## config.mk

```make
export PLATFORM = sky130hd
export DESIGN_NAME = gpio_dual_port
export DESIGN_NICKNAME = d
export VERILOG_FILES = /design/src/rtl/gpio_dual_port.sv
export SDC_FILE = /design/constraint.sdc
export NUM_CORES = 1
export LEC_CHECK = 0
export BUFFER_PORTS_ARGS = -buffer_cell sky130_fd_sc_hd__buf_4
export CORE_UTILIZATION = 29
export CTS_CLUSTER_SIZE = 24
export DETAILED_ROUTE_END_ITERATION = 8
export SLEW_MARGIN = 40
export SYNTH_ARGS = -nofsm -noshare
export SYNTH_HDL_FRONTEND = slang
export SYNTH_SLANG_ARGS = --single-unit
```

## constraint.sdc

```tcl
create_clock -name clk -period 2.6 [get_ports clk]
set_clock_uncertainty 0.05 [all_clocks]
set_input_delay 0.52 -clock clk [delete_from_list [all_inputs] [get_ports clk]]
set_output_delay 0.52 -clock clk [all_outputs]
set_load 0.03 [all_outputs]
```

## src/rtl/gpio_dual_port.sv

```systemverilog
module gpio_dual_port #(
  parameter int PINS  = 16,
  parameter int SLOTS = 2
) (
  input  logic              clk,
  input  logic              rst_n,
  input  logic              reg_wr,
  input  logic [2:0]        reg_addr,
  input  logic [2*PINS-1:0] reg_wdata,
  output logic [2*PINS-1:0] reg_rdata,
  input  logic [PINS-1:0]   per_dir,
  input  logic [PINS-1:0]   per_data,
  output logic [PINS-1:0]   pin_level,
  output logic [SLOTS-1:0]  notify
);
  localparam int CW = 2 * PINS;
  localparam logic [2:0] A_CTL  = 3'd0;
  localparam logic [2:0] A_DATA = 3'd1;
  localparam logic [2:0] A_IRQC = 3'd2;
  localparam int MASK_BASE = 4;

  logic [CW-1:0]   ctl_q;
  logic [PINS-1:0] dout_q, irqc_q, prev_q;
  logic [PINS-1:0] mask_q [SLOTS];
  logic [PINS-1:0] cpu_dir, pull_en, change;

  for (genvar n = 0; n < PINS; n++) begin : g_field
    assign cpu_dir[n] = ctl_q[2*n];
    assign pull_en[n] = ctl_q[2*n+1];
  end

  assign pin_level = (cpu_dir & dout_q) | (per_dir & per_data)
                   | (pull_en & ~(cpu_dir | per_dir));
  assign change = pin_level ^ prev_q;

  always_ff @(posedge clk or negedge rst_n) begin
    if (!rst_n) begin
      ctl_q  <= '0;
      dout_q <= '0;
      irqc_q <= '0;
      prev_q <= '0;
    end else begin
      prev_q <= pin_level;
      if (reg_wr && reg_addr == A_CTL)  ctl_q  <= reg_wdata;
      if (reg_wr && reg_addr == A_DATA) dout_q <= reg_wdata[PINS-1:0];
      if (reg_wr && reg_addr == A_IRQC) irqc_q <= reg_wdata[PINS-1:0];
    end
  end

  for (genvar s = 0; s < SLOTS; s++) begin : g_slot
    always_ff @(posedge clk or negedge rst_n) begin
      if (!rst_n) begin
        mask_q[s] <= '0;
        notify[s] <= 1'b0;
      end else begin
        notify[s] <= |(mask_q[s] & change);
        if (reg_wr && reg_addr == 3'(MASK_BASE + s)) mask_q[s] <= reg_wdata[PINS-1:0];
      end
    end
  end

  always_comb begin
    reg_rdata = '0;
    case (reg_addr)
      A_CTL:   reg_rdata = ctl_q;
      A_DATA:  reg_rdata[PINS-1:0] = pin_level;
      A_IRQC:  reg_rdata[PINS-1:0] = irqc_q;
      default: begin
        for (int s = 0; s < SLOTS; s++)
          if (reg_addr == 3'(MASK_BASE + s)) reg_rdata[PINS-1:0] = mask_q[s];
      end
    endcase
  end
endmodule

```

# After elaboration in Yosys (flattened, before gate mapping)
# Index checks and enable logic that the tools add are counted.
# W data, S select, Z words.
[totals]
ff_bits = 114
latchBits = 0
ramBits = 0
romBits = 0
in_bits = 70
out_inout_bits = 50
elab_cells = 34
n_memories = 0
[op_classes]
n_addsub = 0
multipliers = 0
div_mod_pow = 0
order_cmp = 0
n_eq_ne = 4
n_shift = 0
n_mux = 4
n_bitwise = 10
reduce_logical = 8
[op_table]
columns = ["operator", "count"]
rows = [
  ["$and A16 B16 Y16", 5],
  ["$mux W16", 3],
  ["$or A16 B16 Y16", 3],
  ["$pmux W16 S3", 1],
  ["$reduce_or A16 Y1", 2],
  ["$not A16 Y16", 1],
  ["$xor A16 B16 Y16", 1],
  ["$eq A3 B3 Y1 const B", 2],
  ["$logic_and A1 B1 Y1", 5],
  ["$eq A3 B1 Y1 const B", 1],
  ["$eq A3 B2 Y1 const B", 1],
  ["$logic_not A3 Y1", 1],
]

# Depth between registers and ports, before layout
# Gate-level depths: netlist (run 1).
[logic_depth]
ltp_word = 7
mapped_depth = 7
depth_no_buf = 6

# Least setup slack after synthesis (run 1)
# OpenSTA, ideal clock, no wires.
[synth_timing]
path_type = "in2out"
start = "in per_dir[0]"
end = "out reg_rdata[0]"
t_arrival_ns = 2.041
t_required_ns = 2.030
path_slack_ns = -0.011
cell_stages = 6
path_buffers = 0
cell_sequence = "nor3b_1 -> a221oi_2 -> inv_1 -> mux4_2 -> inv_1 -> o21ai_0"
[synth_via]
elab_chain_cells = 5
elab_cells_between_ends = 7
classes_between = "mux: 1; bitwise: 6"
[synth_lines]
columns = ["item", "line_no", "text"]
rows = [
  ["start, declared", "11", "input logic [PINS-1:0] per_dir,"],
  ["$or A16 B16 Y16", "33", "| (pull_en & ~(cpu_dir | per_dir));"],
  ["$not A16 Y16", "33", ""],
  ["$and A16 B16 Y16", "33", ""],
  ["$or A16 B16 Y16 *", "33", ""],
  ["via pin_level[0]", "13", "output logic [PINS-1:0] pin_level,"],
  ["$pmux W16 S3 *", "64", "case (reg_addr)"],
  ["end, declared", "10", "output logic [2*PINS-1:0] reg_rdata,"],
]
# The timed path passes the listed nets; every way through them passes the cells marked *.

# Worst setup path after layout (run 1)
[layout_timing]
start = "reg ctl_q[1]"
end = "out reg_rdata[0]"
[layout_via]
elab_chain_cells = 3
[layout_lines]
columns = ["item", "line_no", "text"]
rows = [
  ["start, declared", "22", "logic [CW-1:0] ctl_q;"],
  ["start signal, assigned", "44", "if (reg_wr && reg_addr == A_CTL) ctl_q <= reg_wdata;"],
  ["$and A16 B16 Y16", "33", ""],
  ["$or A16 B16 Y16", "33", ""],
  ["$pmux W16 S3", "64", ""],
]
# Every way passes these cells.

==> results of run 1 <==
Yosys cell counts:
library cell  count
a211oi_1         15
and2_1           18
o21ai_0           1
buf_4             6
dfrtp_1         114
nand2b_1         25
nor3b_1          16
buf_2            12
mux2_2           95
mux4_2            1
inv_1            17
nand3_2           1
buf_1             1
xnor2_1           4
mux2i_1          24
o22ai_1          30
a21oi_1          30
mux2_1            1
and3_1            1
nor3_2            1
a2111oi_1         2
a221oi_2         16
or2_1             1
nor2_1            1
nor2b_1           2
nand3_1           1
clkbuf_1          5
nor3_4            1
nand4_1           2
and3b_1           1
a2111oi_0         6
clkbuf_2          1
nand2_1          25
layout make-up:
cell class              count  area share, %
clock buffers              20          5.407
clock inverters            12          1.969
inverters                  17         0.7724
multi-input cells         321          36.23
flip-flops and latches    114          34.59
well taps                 265          4.013
repair buffers            177          17.02
registers in the layout, indices dropped and copies added (netlist names):
signal  count
ctl_q      32
notify      2
prev_q     16
mask_q     32
irqc_q     16
dout_q     16
power breakdown:
group          internal (W)  switching (W)
sequential          0.00217       0.000364
clock               0.00161       0.000820
combinational       0.00103       0.000973
total               0.00482        0.00216
logic make-up after synthesis:
group | count (synthesis) | synth area share [%]
buffers and inverters | 42 | 3.404
and+or+nand+nor | 96 | 9.952
DFF | 114 | 49.44
xor gates and xnor gates | 4 | 0.6070
AOI/OAI and AO/OA | 100 | 13.31
muxes | 121 | 23.29
worst register-to-register path, delay by kind of cell (launching register included):
family / cells / cell delay (ps)
buffers and inverters: 3 / 560
muxes: 1 / 90
and+or+nand+nor: 1 / 140
DFF: 1 / 400
AOI/OAI and AO/OA: 2 / 1000
through the flow:
step / setup slack, ps / instances / utilization, % / total power (W) / setup TNS, ps
finish: 11.53 / 926 / 42.45 / 0.006974 / 0
global route: -76.55 / 926 / 42.45 / 0.007306 / -105.1
CTS: -30.02 / 911 / 40.78 / 0.006840 / -30.02
detailed placement: 80.32 / 873 / 37.02 / 0.004327 / 0
global placement: 82.84 / 873 / 37.02 / 0.004255 / 0
floorplan: 208.3 / 477 / - / 0.003567 / 0
how the worst max path moves through the flow:
stage,startpoint,end,slack (ps),depth (start not counted)
after floorplan,reg_addr[1],reg_rdata[12],210,7
after global placement,per_dir[8],notify[0],80,6
after detailed placement,per_dir[8],notify[0],80,6
after CTS,ctl_q[1],reg_rdata[0],-30,7
after global routing,ctl_q[1],reg_rdata[0],-80,7
final,ctl_q[1],reg_rdata[0],10,7
routing by layer:
| layer | track usage (%) | vias up | wire length (um) |
|---|---|---|---|
| li1 | - | 2122 | - |
| met1 | 22.95 | 2319 | 7638 |
| met2 | 27.75 | 134 | 8728 |
| met3 | 4.661 | 20 | 1103 |
| met4 | 7.357 | 0 | 288 |
| met5 | 0 | - | 0 |
timing repair:
| item | in CTS | in global routing |
|---|---|---|
| setup buffers | 6 | 16 |
| cloned | 0 | 0 |
| endpoints found under the setup margin | 10 | 16 |
| resized for setup | 15 | 40 |
| pin swaps | 1 | 15 |
==> metrics.md, run 1 <==
| Metric | Value |
|---|---|
| Status | `completed` |
| Arrival @ worst endpoint | `just over 2000 ps` |
| Post-Synthesis Cells | `around 480` |
| Seq/Total Area, Yosys | `about half` |
| Die width | `between 100 and 150 um` |
| Critical path's top delay family | `multiplexers` |
| CTS H-tree lvls | `4` |
| # Max-Cap Violations | `0` |
| Clock insertion delay at the later pin of the skew report | `about 420 ps` |
| CP endpoint kind | `primary output` |
| DRT Pass-1 Iters | `4` |
| CTS Hold Bufs | `0` |
| RSZ-0062 raised after global routing | `yes` |
| Final setup viols | `0` |
| CTS sink count | `about 110` |
| FF/Latch Area | `2858 um2` |
| Buf/Inv on CP | `3` |
| Fin. Hold Viols | `0` |
| Routed wire length | `approximately 18000 um` |
| F_max | `around 390 MHz` |
| Crit path largest cell delay | `between 400 and 500 ps` |
| Area of the multi-input gates | `around 3000 um2` |
| R2R depth | `7` |
| Synth-to-layout area growth | `43.17%` |
| Kind of critical path | `flop to primary output` |
| DR iter-0 viols | `between 200 and 250` |
| Tmin final | `between 2000 and 3000 ps` |
| Most frequent cells in the layout | `168 x buf_4, 110 x dfrtp_1, 95 x mux2_2` |
| Most common cell after layout, fill and taps aside | `buf_4` |
| IO Pins | `120` |
| Initial Util | `between 20% and 30%` |
| Die Footprint | `20470 um2` |
| CTS tree | `yes` |
| Final Net Count | `approximately 700` |
| Critical R2R Capture | `notify[1]` |
| Total global-route track usage | `17.68%` |
| Slew Limit Fails | `0` |
| Largest net degree at the start of global routing | `between 40 and 50` |
| Critical Path Start Type | `flop` |
| First-pass GRT wire length | `around 26000 um` |
| Via/cell ratio | `just under 5` |
| Hold Path Class | `input pin to asynchronous set/reset pin` |
| N_diodes | `0` |
| Netlist Area Pre-Place | `roughly 5800 um2` |
| Post-DP HPWL | `12850 um` |
| Clk buf depth | `2` |
| Critical path required time | `a little over 2000 ps` |
| Critical path, cell by cell | `nor3b_2, a221oi_2, inv_1, mux4_2, inv_2, o21ai_2, buf_6` |
| Layout cells sized above 1 | `between 50% and 60%` |
| Slew @ Worst Pin | `744.5 ps` |
| Row count | `51` |
| Crit path max-delay cell type | `mux4_2` |
| GPL Wtd Cong | `about 0.86` |
| Slew HR | `between 40% and 50%` |
| Cell area after layout | `a little over 8000 um2` |
| DR vias | `around 4.6k` |
| R2r setup slk | `about 180 ps` |
| ANT nets after route | `0` |
| Initial antenna violation count | `0` |
| Vias in the first global route | `between 4k and 5k` |
| Post-synth cell types | `33` |
| Worst VDD drop | `460.9 uV` |
| Port bufs | `119` |
| Synth top area share | `slightly below 50%` |
| CP max FO | `2` |
| # fillers | `around 1.8k` |
| Hold Slack | `approximately 27 ps` |
| Synthesized Nets | `approximately 550` |
| Avg Inst Size Synth | `approximately 12 um2` |
| DIE HEIGHT | `roughly 140 um` |
| Root buffer cell | `clkbuf_16` |
| DRC viols | `0` |
| R2R Path Start | `ctl_q[16]` |
| Synth area leaders | `dfrtp_1 49%, mux2_2 19%, mux2i_1 4.2%, a221oi_2 4.2%, o22ai_1 3.3%` |
| DR WL/cell | `19.18 um` |
| Core area | `19460 um2` |
| DP Area | `just over 7000 um2` |
| Lkg Pwr | `between 3 and 4 nW` |
| Clock-pin slew on the worst setup and hold paths | `50 ps` |
| Cell taking the most area after synthesis | `dfrtp_1` |
| Syn. warnings | `0` |
| Grt total ovfl | `0` |
| Yosys reg bits | `between 100 and 150` |
| Final critical-path share of the clock period | `99.56%` |
| Num CTS Buffers | `17` |
| Pwr dens | `about 840 nW/um2` |
Power figures use the tool's default switching activity.
==> inputs of run 2 (changes only) <==
--- a/config.mk
+++ b/config.mk
@@ -7,6 +7,7 @@
 export LEC_CHECK = 0
 export BUFFER_PORTS_ARGS = -buffer_cell sky130_fd_sc_hd__buf_4
 export CORE_UTILIZATION = 29
+export CTS_BUF_LIST = sky130_fd_sc_hd__clkbuf_8
 export CTS_CLUSTER_SIZE = 24
 export DETAILED_ROUTE_END_ITERATION = 8
 export SLEW_MARGIN = 40
==> constraint.sdc (replaced) <==
create_clock -name clk -period 2.3 [get_ports clk]
set_clock_uncertainty 0.05 [all_clocks]
set_input_delay 0.46 -clock clk [delete_from_list [all_inputs] [get_ports clk]]
set_output_delay 0.46 -clock clk [all_outputs]
set_load 0.03 [all_outputs]
==> run 2 against run 1 <==
The run now ends with negative setup slack left. Final cell count up 3.3%. Design area grew 1.4%. First-iteration DRC count up 23%. Register-to-register slack worse by 90 ps. Global-route usage grew 1.1 points. Critical endpoint unchanged.
==> metrics.md, run 2 (synthesis results as in run 1) <==
| Metric | Value |
|---|---|
| CTS tree | `yes` |
| CP endpoint kind | `primary output` |
| Final Net Count | `755` |
| Vias in the first global route | `just over 5k` |
| R2R Path Start | `ctl_q[20]` |
| R2R depth | `8` |
| Slew Limit Fails | `0` |
| DIE HEIGHT | `143.1 um` |
| FF/Latch Area | `around 2900 um2` |
| Lkg Pwr | `3.711 nW` |
| Most common cell after layout, fill and taps aside | `buf_4` |
| Worst Min Path Start | `reg_wdata[31]` |
| Hold worst-path end | `ctl_q[31]` |
| Cell area after layout | `between 8000 and 9000 um2` |
| Total global-route track usage | `18.73%` |
| Die width | `between 100 and 150 um` |
| Critical path, cell by cell | `a221oi_2, inv_1, mux4_2, inv_2, o21ai_2, buf_6` |
| DP Area | `~7300 um2` |
| Routed wire length | `between 15000 and 20000 um` |
| Worst VDD drop | `slightly below 400 uV` |
| CTS H-tree lvls | `4` |
| Grt total ovfl | `0` |
| Port bufs | `~120` |
| Critical Path Start Type | `flop` |
| # Max-Cap Violations | `0` |
| DRC viols | `0` |
| Slew @ Worst Pin | `568.8 ps` |
| Failing checks | `negative setup slack` |
| CTS sink count | `~110` |
| Final critical-path share of the clock period | `110.0%` |
| DRT Pass-1 Iters | `4` |
| Fin. Hold Viols | `0` |
| Die Footprint | `20470 um2` |
| Row count | `51` |
| F_max | `~400 MHz` |
| Kind of critical path | `flop to primary output` |
| Hold path depth | `2` |
| Clk buf depth | `2` |
| Crit path largest cell delay | `480 ps` |
| CP max FO | `4` |
| Initial Util | `approximately 30%` |
| IO Pins | `120` |
| DR vias | `4779` |
| N_diodes | `0` |
| Num CTS Buffers | `17` |
| CP Launch Point | `ctl_q[0]` |
| Core area | `just under 20000 um2` |
| Root buffer cell | `clkbuf_8` |
| Largest net degree at the start of global routing | `56` |
| Final setup viols | `17` |
| Setup TNS | `-1665 ps` |
| Critical R2R Capture | `notify[1]` |
| Hold Path Class | `input pin to flop` |
| GPL Wtd Cong | `slightly below 0.9` |
| Most frequent cells in the layout | `185 x buf_4, 107 x dfrtp_1, 95 x mux2_2` |
| DR iter-0 viols | `around 290` |
| First-pass GRT wire length | `between 20000 and 30000 um` |
| Slew HR | `~62%` |
| Initial antenna violation count | `0` |
| Post-DP HPWL | `approximately 13000 um` |
| Critical path required time | `approximately 1800 ps` |
| Synth-to-layout area growth | `45.14%` |
| Status | `finished with violations` |
| ANT nets after route | `0` |
| Arrival @ worst endpoint | `roughly 2000 ps` |
| Crit path max-delay cell type | `mux4_2` |
| Largest registers | `ctl_q (32), mask_q (32)` |
| Via/cell ratio | `between 4 and 5` |
| Clock-pin slew on the worst setup and hold paths | `roughly 60 ps` |
| Clock insertion delay at the later pin of the skew report | `approximately 430 ps` |
| # fillers | `about 1.8k` |
| RSZ-0062 raised after global routing | `yes` |
| R2r setup slk | `90 ps` |
| Tmin final | `approximately 2500 ps` |
| Pwr dens | `between 800 and 900 nW/um2` |
| Post-route setup slack | `-230.9 ps` |
| Area of the multi-input gates | `slightly above 3000 um2` |
| Layout cells sized above 1 | `about three fifths` |
| DR WL/cell | `about 19 um` |
==> run 2: repair_timing <==
item	in CTS	in global routing
hold buffers	1	0
setup endpoints to repair	19	25
gates resized for setup	63	34
buffers inserted	42	10
endpoints found under the hold margin	38	0
pin swaps	39	18
==> run 2: critical path: cells and delay by family, from the launching register on <==
kind	cells	cell delay, ps
multiplexers	1	480
flip-flops	1	440
buffers and inverters	3	300
AO/OA/AOI/OAI	2	360
==> run 2: worst max path at each step <==
stage               endpoint  cells after the start  slack [ps]
2_1_floorplan  reg_rdata[12]                      7          30
3_3_place_gp       notify[1]                      6        -280
3_5_place_dp       notify[1]                      6        -280
4_1_cts         reg_rdata[0]                      7        -250
5_1_grt         reg_rdata[0]                      7        -330
6_report        reg_rdata[0]                      6        -230
==> run 2: layout make-up <==
class | instances | area share (%)
Clock buffer | 20 | 3.287
Clock inverter | 6 | 0.2838
Inverter | 17 | 0.7918
Multi-Input combinational cell | 321 | 36.53
Sequential cell | 114 | 34.16
Tap cell | 265 | 3.959
Timing Repair Buffer | 214 | 20.99
==> run 2: routing by layer <==
layer	wire length, um	track usage (%)	part of all wire [%]
met1	7648	23.28	42
met2	9242	31.42	51
met3	1001	4.125	5.5
met4	302	7.470	1.7
met5	0	0	0
==> run 2: per-stage QoR <==
step | utilization (%) | setup WS (ps) | hold WS, ps | total power [W] | std cells
2_1_floorplan | - | 28.32 | 114.4 | 0.004032 | 477
3_3_place_gp | 37.48 | -276.5 | 422.1 | 0.004906 | 885
3_5_place_dp | 37.48 | -275.3 | 431.3 | 0.004981 | 885
4_1_cts | 42.02 | -246.0 | 174.4 | 0.006909 | 950
5_1_grt | 43.03 | -330.4 | 183.5 | 0.007414 | 957
6_report | 43.03 | -230.9 | 206.0 | 0.007033 | 957
==> run 2: where the power goes <==
| part | internal [W] | switching, W | total, W |
|---|---|---|---|
| registers | 0.00246 | 0.000408 | 0.00287 |
| logic | 0.00143 | 0.00123 | 0.00266 |
| clock network | 0.000771 | 0.000739 | 0.00151 |
